### config.mk
export PLATFORM = sky130hd
export DESIGN_NAME = spr_latency_board
export DESIGN_NICKNAME = d
export VERILOG_FILES = /design/src/rtl/spr_sb_pkg.sv /design/src/rtl/spr_flag_map.sv /design/src/rtl/spr_track_cell.sv /design/src/rtl/spr_stall_merge.sv /design/src/rtl/spr_latency_board.sv
export SDC_FILE = /design/constraint.sdc
export NUM_CORES = 2
export LEC_CHECK = 0
export BUFFER_PORTS_ARGS = -buffer_cell sky130_fd_sc_hd__buf_2
export CAP_MARGIN = 0
export CORE_MARGIN = 1.5
export CORE_UTILIZATION = 45
export DETAILED_ROUTE_END_ITERATION = 10
export SLEW_MARGIN = 20
export SYNTH_ARGS = -nofsm -noshare
export SYNTH_HDL_FRONTEND = slang
export SYNTH_SLANG_ARGS = --single-unit
### constraint.sdc
create_clock -name clk -period 11.71 [get_ports clk]
set_input_delay 2.342 -clock clk [delete_from_list [all_inputs] [get_ports clk]]
set_output_delay 2.342 -clock clk [all_outputs]
set_load 0.1 [all_outputs]
### src/rtl/spr_sb_pkg.sv
package spr_sb_pkg;
  localparam int CNT_W = 8;
  typedef logic [CNT_W-1:0] cnt_t;
  localparam cnt_t CNT_MAX = '1;
endpackage

### src/rtl/spr_flag_map.sv
// Maps a signed register number onto the two flag registers of its class.
module spr_flag_map #(
  parameter int RN_W = 8
) (
  input  logic signed [RN_W-1:0] rnum,
  input  logic                   all_ok,
  output logic                   sel0,
  output logic                   sel1
);
  localparam logic [RN_W-2:0] LO_MIN = (RN_W-1)'(1);
  localparam logic [RN_W-2:0] LO_MAX = (RN_W-1)'(31);
  localparam logic [RN_W-2:0] HI_MIN = (RN_W-1)'(32);
  localparam logic [RN_W-2:0] HI_MAX = (RN_W-1)'(63);

  logic            neg;
  logic [RN_W-2:0] mag;
  logic            want_all;
  logic            in_hi;
  logic            in_lo;

  always_comb begin
    neg      = rnum[RN_W-1];
    mag      = rnum[RN_W-2:0];
    want_all = all_ok && (rnum == '1);
    in_hi    = !neg && (mag >= HI_MIN) && (mag <= HI_MAX);
    in_lo    = !neg && (mag >= LO_MIN) && (mag <= LO_MAX);
    sel0     = want_all || in_hi;
    sel1     = want_all || in_lo;
  end
endmodule

### src/rtl/spr_track_cell.sv
// Staged latency plus live busy count for one register.
module spr_track_cell
  import spr_sb_pkg::*;
(
  input  logic clk,
  input  logic rst,
  input  logic commit,
  input  cnt_t adv,
  input  logic hit_a,
  input  cnt_t val_a,
  input  logic hit_b,
  input  cnt_t val_b,
  output cnt_t busy
);
  cnt_t pend_q, busy_q;
  cnt_t p0, p1, p2, b_next;

  always_comb begin
    p0 = commit ? '0 : pend_q;
    p1 = (hit_a && val_a > p0) ? val_a : p0;
    p2 = (hit_b && val_b > p1) ? val_b : p1;
    if (commit && pend_q != '0) b_next = pend_q;
    else if (busy_q <= adv)     b_next = '0;
    else                        b_next = busy_q - adv;
  end

  always_ff @(posedge clk) begin
    if (rst) begin
      pend_q <= '0;
      busy_q <= '0;
    end else begin
      pend_q <= p2;
      busy_q <= b_next;
    end
  end

  assign busy = busy_q;
endmodule

### src/rtl/spr_stall_merge.sv
// Running maximum over a set of optional candidate counts.
module spr_stall_merge
  import spr_sb_pkg::*;
#(
  parameter int N = 4
) (
  input  cnt_t         base,
  input  logic [N-1:0] vld,
  input  cnt_t [N-1:0] val,
  output cnt_t         result
);
  cnt_t chain [N+1];
  assign chain[0] = base;
  for (genvar g = 0; g < N; g++) begin : g_stage
    assign chain[g+1] = (vld[g] && val[g] > chain[g]) ? val[g] : chain[g];
  end
  assign result = chain[N];
endmodule

### src/rtl/spr_latency_board.sv
module spr_latency_board
  import spr_sb_pkg::*;
#(
  parameter int IDX_W   = 5,
  parameter int TCY_W   = 16,
  parameter int RN_W    = 8,
  parameter int DIV_LAT = 18,
  parameter int FLAG_G0 = 4,
  parameter int FLAG_G1 = 5,
  parameter int FLAG_F0 = 6,
  parameter int FLAG_F1 = 7
) (
  input  logic                    clk,
  input  logic                    rst,
  input  logic signed [IDX_W:0]   topup_idx,
  input  logic [TCY_W-1:0]        topup_cycles,
  input  logic                    div_valid,
  input  logic signed [RN_W-1:0]  div_dst,
  input  logic                    commit,
  input  logic [7:0]              adv_cycles,
  input  logic                    group_start,
  input  logic signed [IDX_W:0]   lk0_idx,
  input  logic signed [IDX_W:0]   lk1_idx,
  input  logic                    clr_valid,
  input  logic                    clr_float,
  input  logic signed [RN_W-1:0]  clr_reg,
  output logic [7:0]              stall
);
  localparam int NREG = 1 << IDX_W;
  localparam int NLK  = 4;
  localparam logic [IDX_W-1:0] IG0 = IDX_W'(FLAG_G0);
  localparam logic [IDX_W-1:0] IG1 = IDX_W'(FLAG_G1);
  localparam logic [IDX_W-1:0] IF0 = IDX_W'(FLAG_F0);
  localparam logic [IDX_W-1:0] IF1 = IDX_W'(FLAG_F1);
  localparam logic [TCY_W-1:0] SAT_LIM = TCY_W'(CNT_MAX);

  // Top-up sources: generic port (a) and divide flag (b)
  logic             up_a_ok;
  logic [IDX_W-1:0] up_a_idx;
  cnt_t             up_a_val;
  logic             div_s0, div_s1;
  logic             up_b_ok;
  logic [IDX_W-1:0] up_b_idx;

  assign up_a_ok  = !topup_idx[IDX_W];
  assign up_a_idx = topup_idx[IDX_W-1:0];
  assign up_a_val = (topup_cycles > SAT_LIM) ? CNT_MAX : topup_cycles[CNT_W-1:0];

  spr_flag_map #(.RN_W(RN_W)) u_div_map (
    .rnum(div_dst), .all_ok(1'b0), .sel0(div_s0), .sel1(div_s1)
  );
  assign up_b_ok  = div_valid && (div_s0 || div_s1);
  assign up_b_idx = div_s0 ? IG0 : IG1;

  // Register cells
  cnt_t busy_all [NREG];
  for (genvar r = 0; r < NREG; r++) begin : g_cell
    spr_track_cell u_cell (
      .clk   (clk),
      .rst   (rst),
      .commit(commit),
      .adv   (adv_cycles),
      .hit_a (up_a_ok && up_a_idx == IDX_W'(r)),
      .val_a (up_a_val),
      .hit_b (up_b_ok && up_b_idx == IDX_W'(r)),
      .val_b (cnt_t'(DIV_LAT)),
      .busy  (busy_all[r])
    );
  end

  // Lookups: two ports plus the two flag registers of a clear
  logic clr_s0, clr_s1;
  spr_flag_map #(.RN_W(RN_W)) u_clr_map (
    .rnum(clr_reg), .all_ok(1'b1), .sel0(clr_s0), .sel1(clr_s1)
  );

  logic [NLK-1:0] lk_vld;
  cnt_t [NLK-1:0] lk_val;
  cnt_t           stall_q, stall_base, stall_d;

  always_comb begin
    lk_vld[0] = !lk0_idx[IDX_W];
    lk_val[0] = busy_all[lk0_idx[IDX_W-1:0]];
    lk_vld[1] = !lk1_idx[IDX_W];
    lk_val[1] = busy_all[lk1_idx[IDX_W-1:0]];
    lk_vld[2] = clr_valid && clr_s0;
    lk_val[2] = busy_all[clr_float ? IF0 : IG0];
    lk_vld[3] = clr_valid && clr_s1;
    lk_val[3] = busy_all[clr_float ? IF1 : IG1];
    stall_base = group_start ? '0 : stall_q;
  end

  spr_stall_merge #(.N(NLK)) u_merge (
    .base(stall_base), .vld(lk_vld), .val(lk_val), .result(stall_d)
  );

  always_ff @(posedge clk) begin
    if (rst) stall_q <= '0;
    else     stall_q <= stall_d;
  end

  assign stall = stall_q;
endmodule

## Word level (Yosys, flattened, before mapping)

Cells that the tools add are included.

| cells by class | value |
|---|---|
| eq/ne operators | 63 |
| reductions and logical operators | 249 |
| bitwise gates (word level) | 4 |
| add/subtract/negate cells | 32 |
| $lt $le $gt $ge | 113 |
| muxes and demuxes | 181 |

Operators with widths:

| operator | number |
|---|---|
| 2-to-1 mux 8 bit | 142 |
| greater-than comparator 8 bit | 36 |
| greater-than comparator 5 x 8 -> 1 bit, first input constant | 32 |
| less-or-equal comparator 8 bit | 32 |
| nonzero test 8 bit | 32 |
| subtractor 8 bit | 32 |
| logical AND 1 bit | 175 |
| binary-select mux 8 bit (select 5 bit) | 4 |
| 2-to-1 mux 5 bit | 32 |
| equality test 3 x 5 -> 1 bit, second input constant | 16 |
| equality test 5 bit, second input constant | 16 |
| OR reduction 2 bit | 32 |
| equality test 5 x 4 -> 1 bit, second input constant | 8 |
| equality test 3 x 4 -> 1 bit, second input constant | 8 |
| >= comparator 6 bit, second input constant | 4 |
| equality test 5 x 3 -> 1 bit, second input constant | 4 |
| greater-than comparator 16 x 8 -> 1 bit, second input constant | 1 |
| >= comparator 7 x 1 -> 1 bit, second input constant | 2 |
| >= comparator 7 x 6 -> 1 bit, second input constant | 2 |
| less-or-equal comparator 7 x 5 -> 1 bit, second input constant | 2 |
| less-or-equal comparator 7 x 6 -> 1 bit, second input constant | 2 |
| equality test 3 bit, second input constant | 4 |
| NOT 3 -> 6 bit | 2 |
| NOT 5 -> 6 bit | 2 |
| 10 further kinds | 20 |

| storage, ports and cells | value |
|---|---|
| logic and storage cells | 739 |
| input port bits | 65 |
| flip-flop bits (word level) | 520 |
| output and inout port bits | 8 |

## Depth between registers and ports, before layout

| depth | value |
|---|---|
| depth in word-level cells | 16 |
| mapped depth | 47 |
| gate-level depth less buffers | 43 |

## Modules after synthesis

From an unflattened synthesis, not the netlist that was laid out.

| second synthesis, totals | value |
|---|---|
| cells, all modules | 6,723 |
| area, all modules | 57,801.7 um2 |

Modules (own cells, without submodules):

| module | cells each | instances | sequential area each (um2) | area each (um2) |
|---|---|---|---|---|
| spr_track_cell (g_cell[0].u_cell ...) | 193 | 21 | 320.3 | 1,590.3 |
| spr_track_cell (g_cell[29].u_cell ...) | 195 | 10 | 320.3 | 1,659.1 |
| spr_latency_board | 327 | 1 | 160.2 | 4,758.3 |
| spr_track_cell (g_cell[6].u_cell) | 195 | 1 | 320.3 | 1,681.6 |
| spr_stall_merge | 178 | 1 | 0.0 | 1,265.0 |
| spr_flag_map | 10 | 2 | 0.0 | 55.1 |

## Worst setup path after synthesis

OpenSTA, ideal clock, no wires.

| timing path | value |
|---|---|
| kind | input to register |
| start | input port lk0_idx[0] |
| end | register stall_q[3], in the netlist stall[3] |
| path slack | 872 ps |
| arrival time | 10,777 ps |
| required time | 11,649 ps |
| stages on the path | 42 |
| setup time | 61 ps |
| cell sequence | clkbuf_1 -> buf_2 -> buf_1 -> mux4_2 -> mux4_2 -> mux2_2 -> ha_1 -> nand4_1 -> o21bai_1 -> a21oi_1 -> clkbuf_1 -> nor2_1 -> a21oi_1 -> ha_1 -> a21o_1 -> a21o_1 -> a21oi_1 -> nor2b_1 -> [... 6 more ...] -> inv_1 -> and3_1 -> nand2_1 -> o221ai_1 -> mux2i_1 -> buf_2 -> mux2i_1 -> ha_1 -> o21a_1 -> o21a_1 -> o21a_1 -> o21a_1 -> o21a_1 -> o21ai_0 -> a21oi_1 -> nor2_1 -> a21boi_0 -> a32o_1 |

| between the ends | value |
|---|---|
| word-level cells in the longest chain between the ends | 16 |

RTL lines:

| item | line | source |
|---|---|---|
| from (decl) | spr_latency_board.sv:22 | `input logic signed [IDX_W:0] lk0_idx,` |
| NOT 5 -> 6 bit (not written as such) * | spr_latency_board.sv:83 | `lk_val[0] = busy_all[lk0_idx[IDX_W-1:0]];` |
| binary-select mux 8 bit (select 5 bit) * | spr_latency_board.sv:83 |  |
| 2-to-1 mux 8 bit (not written as such) * (2 in a row) | spr_latency_board.sv:83 |  |
| greater-than comparator 8 bit | spr_stall_merge.sv:15 | `assign chain[g+1] = (vld[g] && val[g] > chain[g]) ? val[g] : chain[g];` |
| logical AND 1 bit | spr_stall_merge.sv:15 |  |
| 2-to-1 mux 8 bit * | spr_stall_merge.sv:15 |  |
| greater-than comparator 8 bit | spr_stall_merge.sv:15 |  |
| logical AND 1 bit | spr_stall_merge.sv:15 |  |
| 2-to-1 mux 8 bit * | spr_stall_merge.sv:15 |  |
| greater-than comparator 8 bit | spr_stall_merge.sv:15 |  |
| logical AND 1 bit | spr_stall_merge.sv:15 |  |
| 2-to-1 mux 8 bit * | spr_stall_merge.sv:15 |  |
| greater-than comparator 8 bit | spr_stall_merge.sv:15 |  |
| logical AND 1 bit | spr_stall_merge.sv:15 |  |
| 2-to-1 mux 8 bit * | spr_stall_merge.sv:15 |  |
| to (signal assigned) | spr_latency_board.sv:99 | `else stall_q <= stall_d;` |
| to (decl) | spr_latency_board.sv:79 | `cnt_t stall_q, stall_base, stall_d;` |

Mark *: on every way between the ends. The rest lies on a longest branch, timed or not. The select of a mux whose other input is x is not followed.
A chain may end at the register's enable or synchronous reset.

## Final worst setup path

Ends and elaborated chain as after synthesis.

==> metrics.csv <==
stage,metric,value,unit
status,status,"finished, final reports clean",
clock_network,htree_levels,3,
floorplanning,die_w,303.2,um
sta,final_hold_viol_count,0,
placed_design,globalplace.congestion,1.020,
setup_path,slowest_delay,0.54,ns
setup_path,crit_family,compound AO/OA/AOI/OAI gates,
synthesis,synth-seq-cells,520,
min_path,hold_class,flop to flop,
sta,final-setup-viol-count,0,
setup_path,worstSetupPathType,input pin to flop,
cells_and_area,final_cell_mix,"ha_1 (541), dfxtp_1 (520), a21oi_1 (468), nand2_1 (397), nor2_1 (396)",
clock_network,clk_path_buf_depth,3,
floorplanning,die_h,303.2,um
clock_network,clkSlewWorstSetupHoldPaths,0.06,ns
placed_design,place_hpwl,100200,um
floorplanning,initial_utilization,45.68,%
cells_and_area,multiInputGateArea,28970,um^2
setup_path,worstPathRequired,12.23,ns
setup_path,cp-start-kind,input pin,
grt,antenna_found_initial,10,
cells_and_area,drive_gt1_share,11.95,%
sta,finalClockSkew,0.02717,ns
job,cap_violations,0,
floorplanning,rows,109,
placed_design,post-place-ws,0.3647,ns
sta,finalSetupTns,0,ns
floorplanning,ioPinCount,73,
sta,slew_viol_final,0,
synthesis,synth_area_per_cell,8.653,um^2
drt,dr.pass1.iters,5,
setup_path,cp.buffers_inverters,4,
setup_path,path_max_fanout,23,
setup_path,worst-path-stages,42,
clock_network,numCtsBuffers,68,
sta,holdWs,0.5175,ns
drt,vias,36016,
sta,rsz0062_at_grt,false,
clock_network,post_cts_buffers,0,
cells_and_area,area_delta_synth_final,9.838,%
sta,fmax,0.09247,GHz
drt,initialDrtViolationCount,3398,
floorplanning,dieArea,91940,um^2
cells_and_area,post-route-util,50.18,%
cells_and_area,nets,5305,
cells_and_area,final_common_cell,ha_1,
drt,wl,141000,um
placed_design,postPlaceCellArea,42230,um^2
synthesis,postSynth.asyncResetShare,0,%
placed_design,portBuffers,72,
power_and_ir_drop,pwr_density_cell,101.6,nW/um^2
setup_path,cp_data_arrival_time,11.33,ns
grt,grt-ovfl-total,0,
synthesis,synth-edff-count,0,
power_and_ir_drop,peakVddDrop,0.00008973,V
drt,avgViaCountPerCell,6.115,
cells_and_area,n_fill_cell,8557,
grt,gr-usage-all-layers,30.47,%
clock_network,holdBufCountCts,0,
cells_and_area,register_area,10410,um^2
sta,period_share,92.36,%
drt,drc,0,
setup_path,slowest_stage,mux4_2,
clock_network,root_buffer,clkbuf_16,
grt,grt_max_degree,143,
grt,grt_pass1_vias,33920,
cells_and_area,fin_cells,5890,
power_and_ir_drop,power,4.526,mW
clock_network,cts.sink_count,520,
setup_path,ff2ff_path_depth,40,
drt,wl_per_cell,23.94,um
min_path,holdPathStages,2,
sta,fin_crit,10.81,ns
synthesis,synth.net_count,5325,
clock_network,clock_latency,0.64,ns
drt,antenna_left,0,
synthesis,ys_warn_count,0,
sta,worstMarginPinSlew,1.107,ns
clock_network,cts_resized,0,
sta,relSlewSlack,26.18,%
synthesis,ys.flop_type,dfxtp_1,
synthesis,ys_seq_area_share,25.67,%
cells_and_area,stdcell_area,44550,um^2
power_and_ir_drop,p_leak,18.82,nW
placed_design,dp_cells,5762,
clock_network,cts_tree,yes,
setup_path,worstSetupEndpointType,flop,
sta,timing.final.ws_setup,0.8951,ns
synthesis,syn_inst,4687,
floorplanning,core,88780,um^2
grt,grt_pass1_wl,212700,um
synthesis,netlist_area,40560,um^2
synthesis,synthDistinctLibCells,70,
==> cells in the mapped netlist (3+ instances only) <==
library cell	number	share of area, %
ha_1	541	17
dfxtp_1	520	26
a21oi_1	468	5.8
nor2_1	398	3.7
nand2_1	397	3.7
a21o_1	288	5.3
clkbuf_1	191	1.8
nor2b_1	169	2.6
nor3_1	164	2.0
mux4_2	136	7.6
a22oi_1	126	2.3
inv_1	123	1.1
o21ai_0	108	1.3
xnor2_1	108	2.3
nand4_1	103	1.6
or2_2	98	1.5
mux2i_1	84	2.1
nor4_1	83	1.3
xor2_1	72	1.6
o21a_1	67	1.2
a211oi_1	59	1.1
nand3_1	57	0.70
nand2b_1	54	0.83
and2_1	40	0.62
mux2_2	33	0.92
fa_1	32	1.6
buf_1	24	0.22
nor3b_1	22	0.41
o22ai_1	22	0.34
a2111oi_0	15	0.32
buf_2	12	0.15
and4_1	8	0.17
a31oi_1	5	0.077
o311a_1	5	0.12
and3_1	3	0.046
buf_6	3	0.083
o221ai_1	3	0.065
==> area by class of cell <==
class | instances | area share (%)
repair buffers | 141 | 2.118
clock buffers | 102 | 4.539
diodes | 5 | 0.02809
inverters | 124 | 1.067
flip-flops and latches | 520 | 23.37
well taps | 1165 | 3.272
multi-input cells | 3812 | 65.03
clock inverters | 21 | 0.5814
==> where the power goes <==
| group | switching, mW | internal [mW] |
|---|---|---|
| Combinational | 0.348 | 0.203 |
| Clock | 0.864 | 1.31 |
| Sequential | 0.0213 | 1.78 |
| Total | 1.23 | 3.29 |
==> metal layers <==
layer / GRT usage, % / wire length [um]
met4: 8.979 / 3879
met3: 6.347 / 11770
met2: 45.80 / 59700
met1: 43.68 / 65630
met5: 0 / 34
==> sequential cells by signal, summed over array words and instances, names as in the netlist <==
name,cells
g_cell.u_cell.busy,256
g_cell.u_cell.pend_q,256
stall,8
==> logic make-up after synthesis <==
kind of cell | after synthesis | synth area share (%)
simple gates | 1607 | 19.39
compound gates | 1196 | 18.73
fa+ha+maj | 573 | 18.27
flops | 520 | 25.67
buf+inv | 355 | 3.387
mux | 256 | 10.67
xor+xnor | 180 | 3.887
==> worst paths after layout <==
kind                          startpoint                        end  slack, ns
max                           lk0_idx[0]                   stall[3]       0.90
min          g_cell[27].u_cell.pend_q[1]  g_cell[27].u_cell.busy[1]       0.52
max reg2reg    g_cell[11].u_cell.busy[5]                   stall[3]       2.91
min reg2reg  g_cell[27].u_cell.pend_q[1]  g_cell[27].u_cell.busy[1]       0.52
==> worst register-to-register path: cells and delay by family (launching register included) <==
kind	cells	cell delay, ns
flops	1	0.42
simple gates	9	1.32
fa+ha+maj	4	1.09
mux	6	2.20
compound gates	17	3.11
buf+inv	4	0.58
Note: power is estimated with default switching activity, not from simulation.
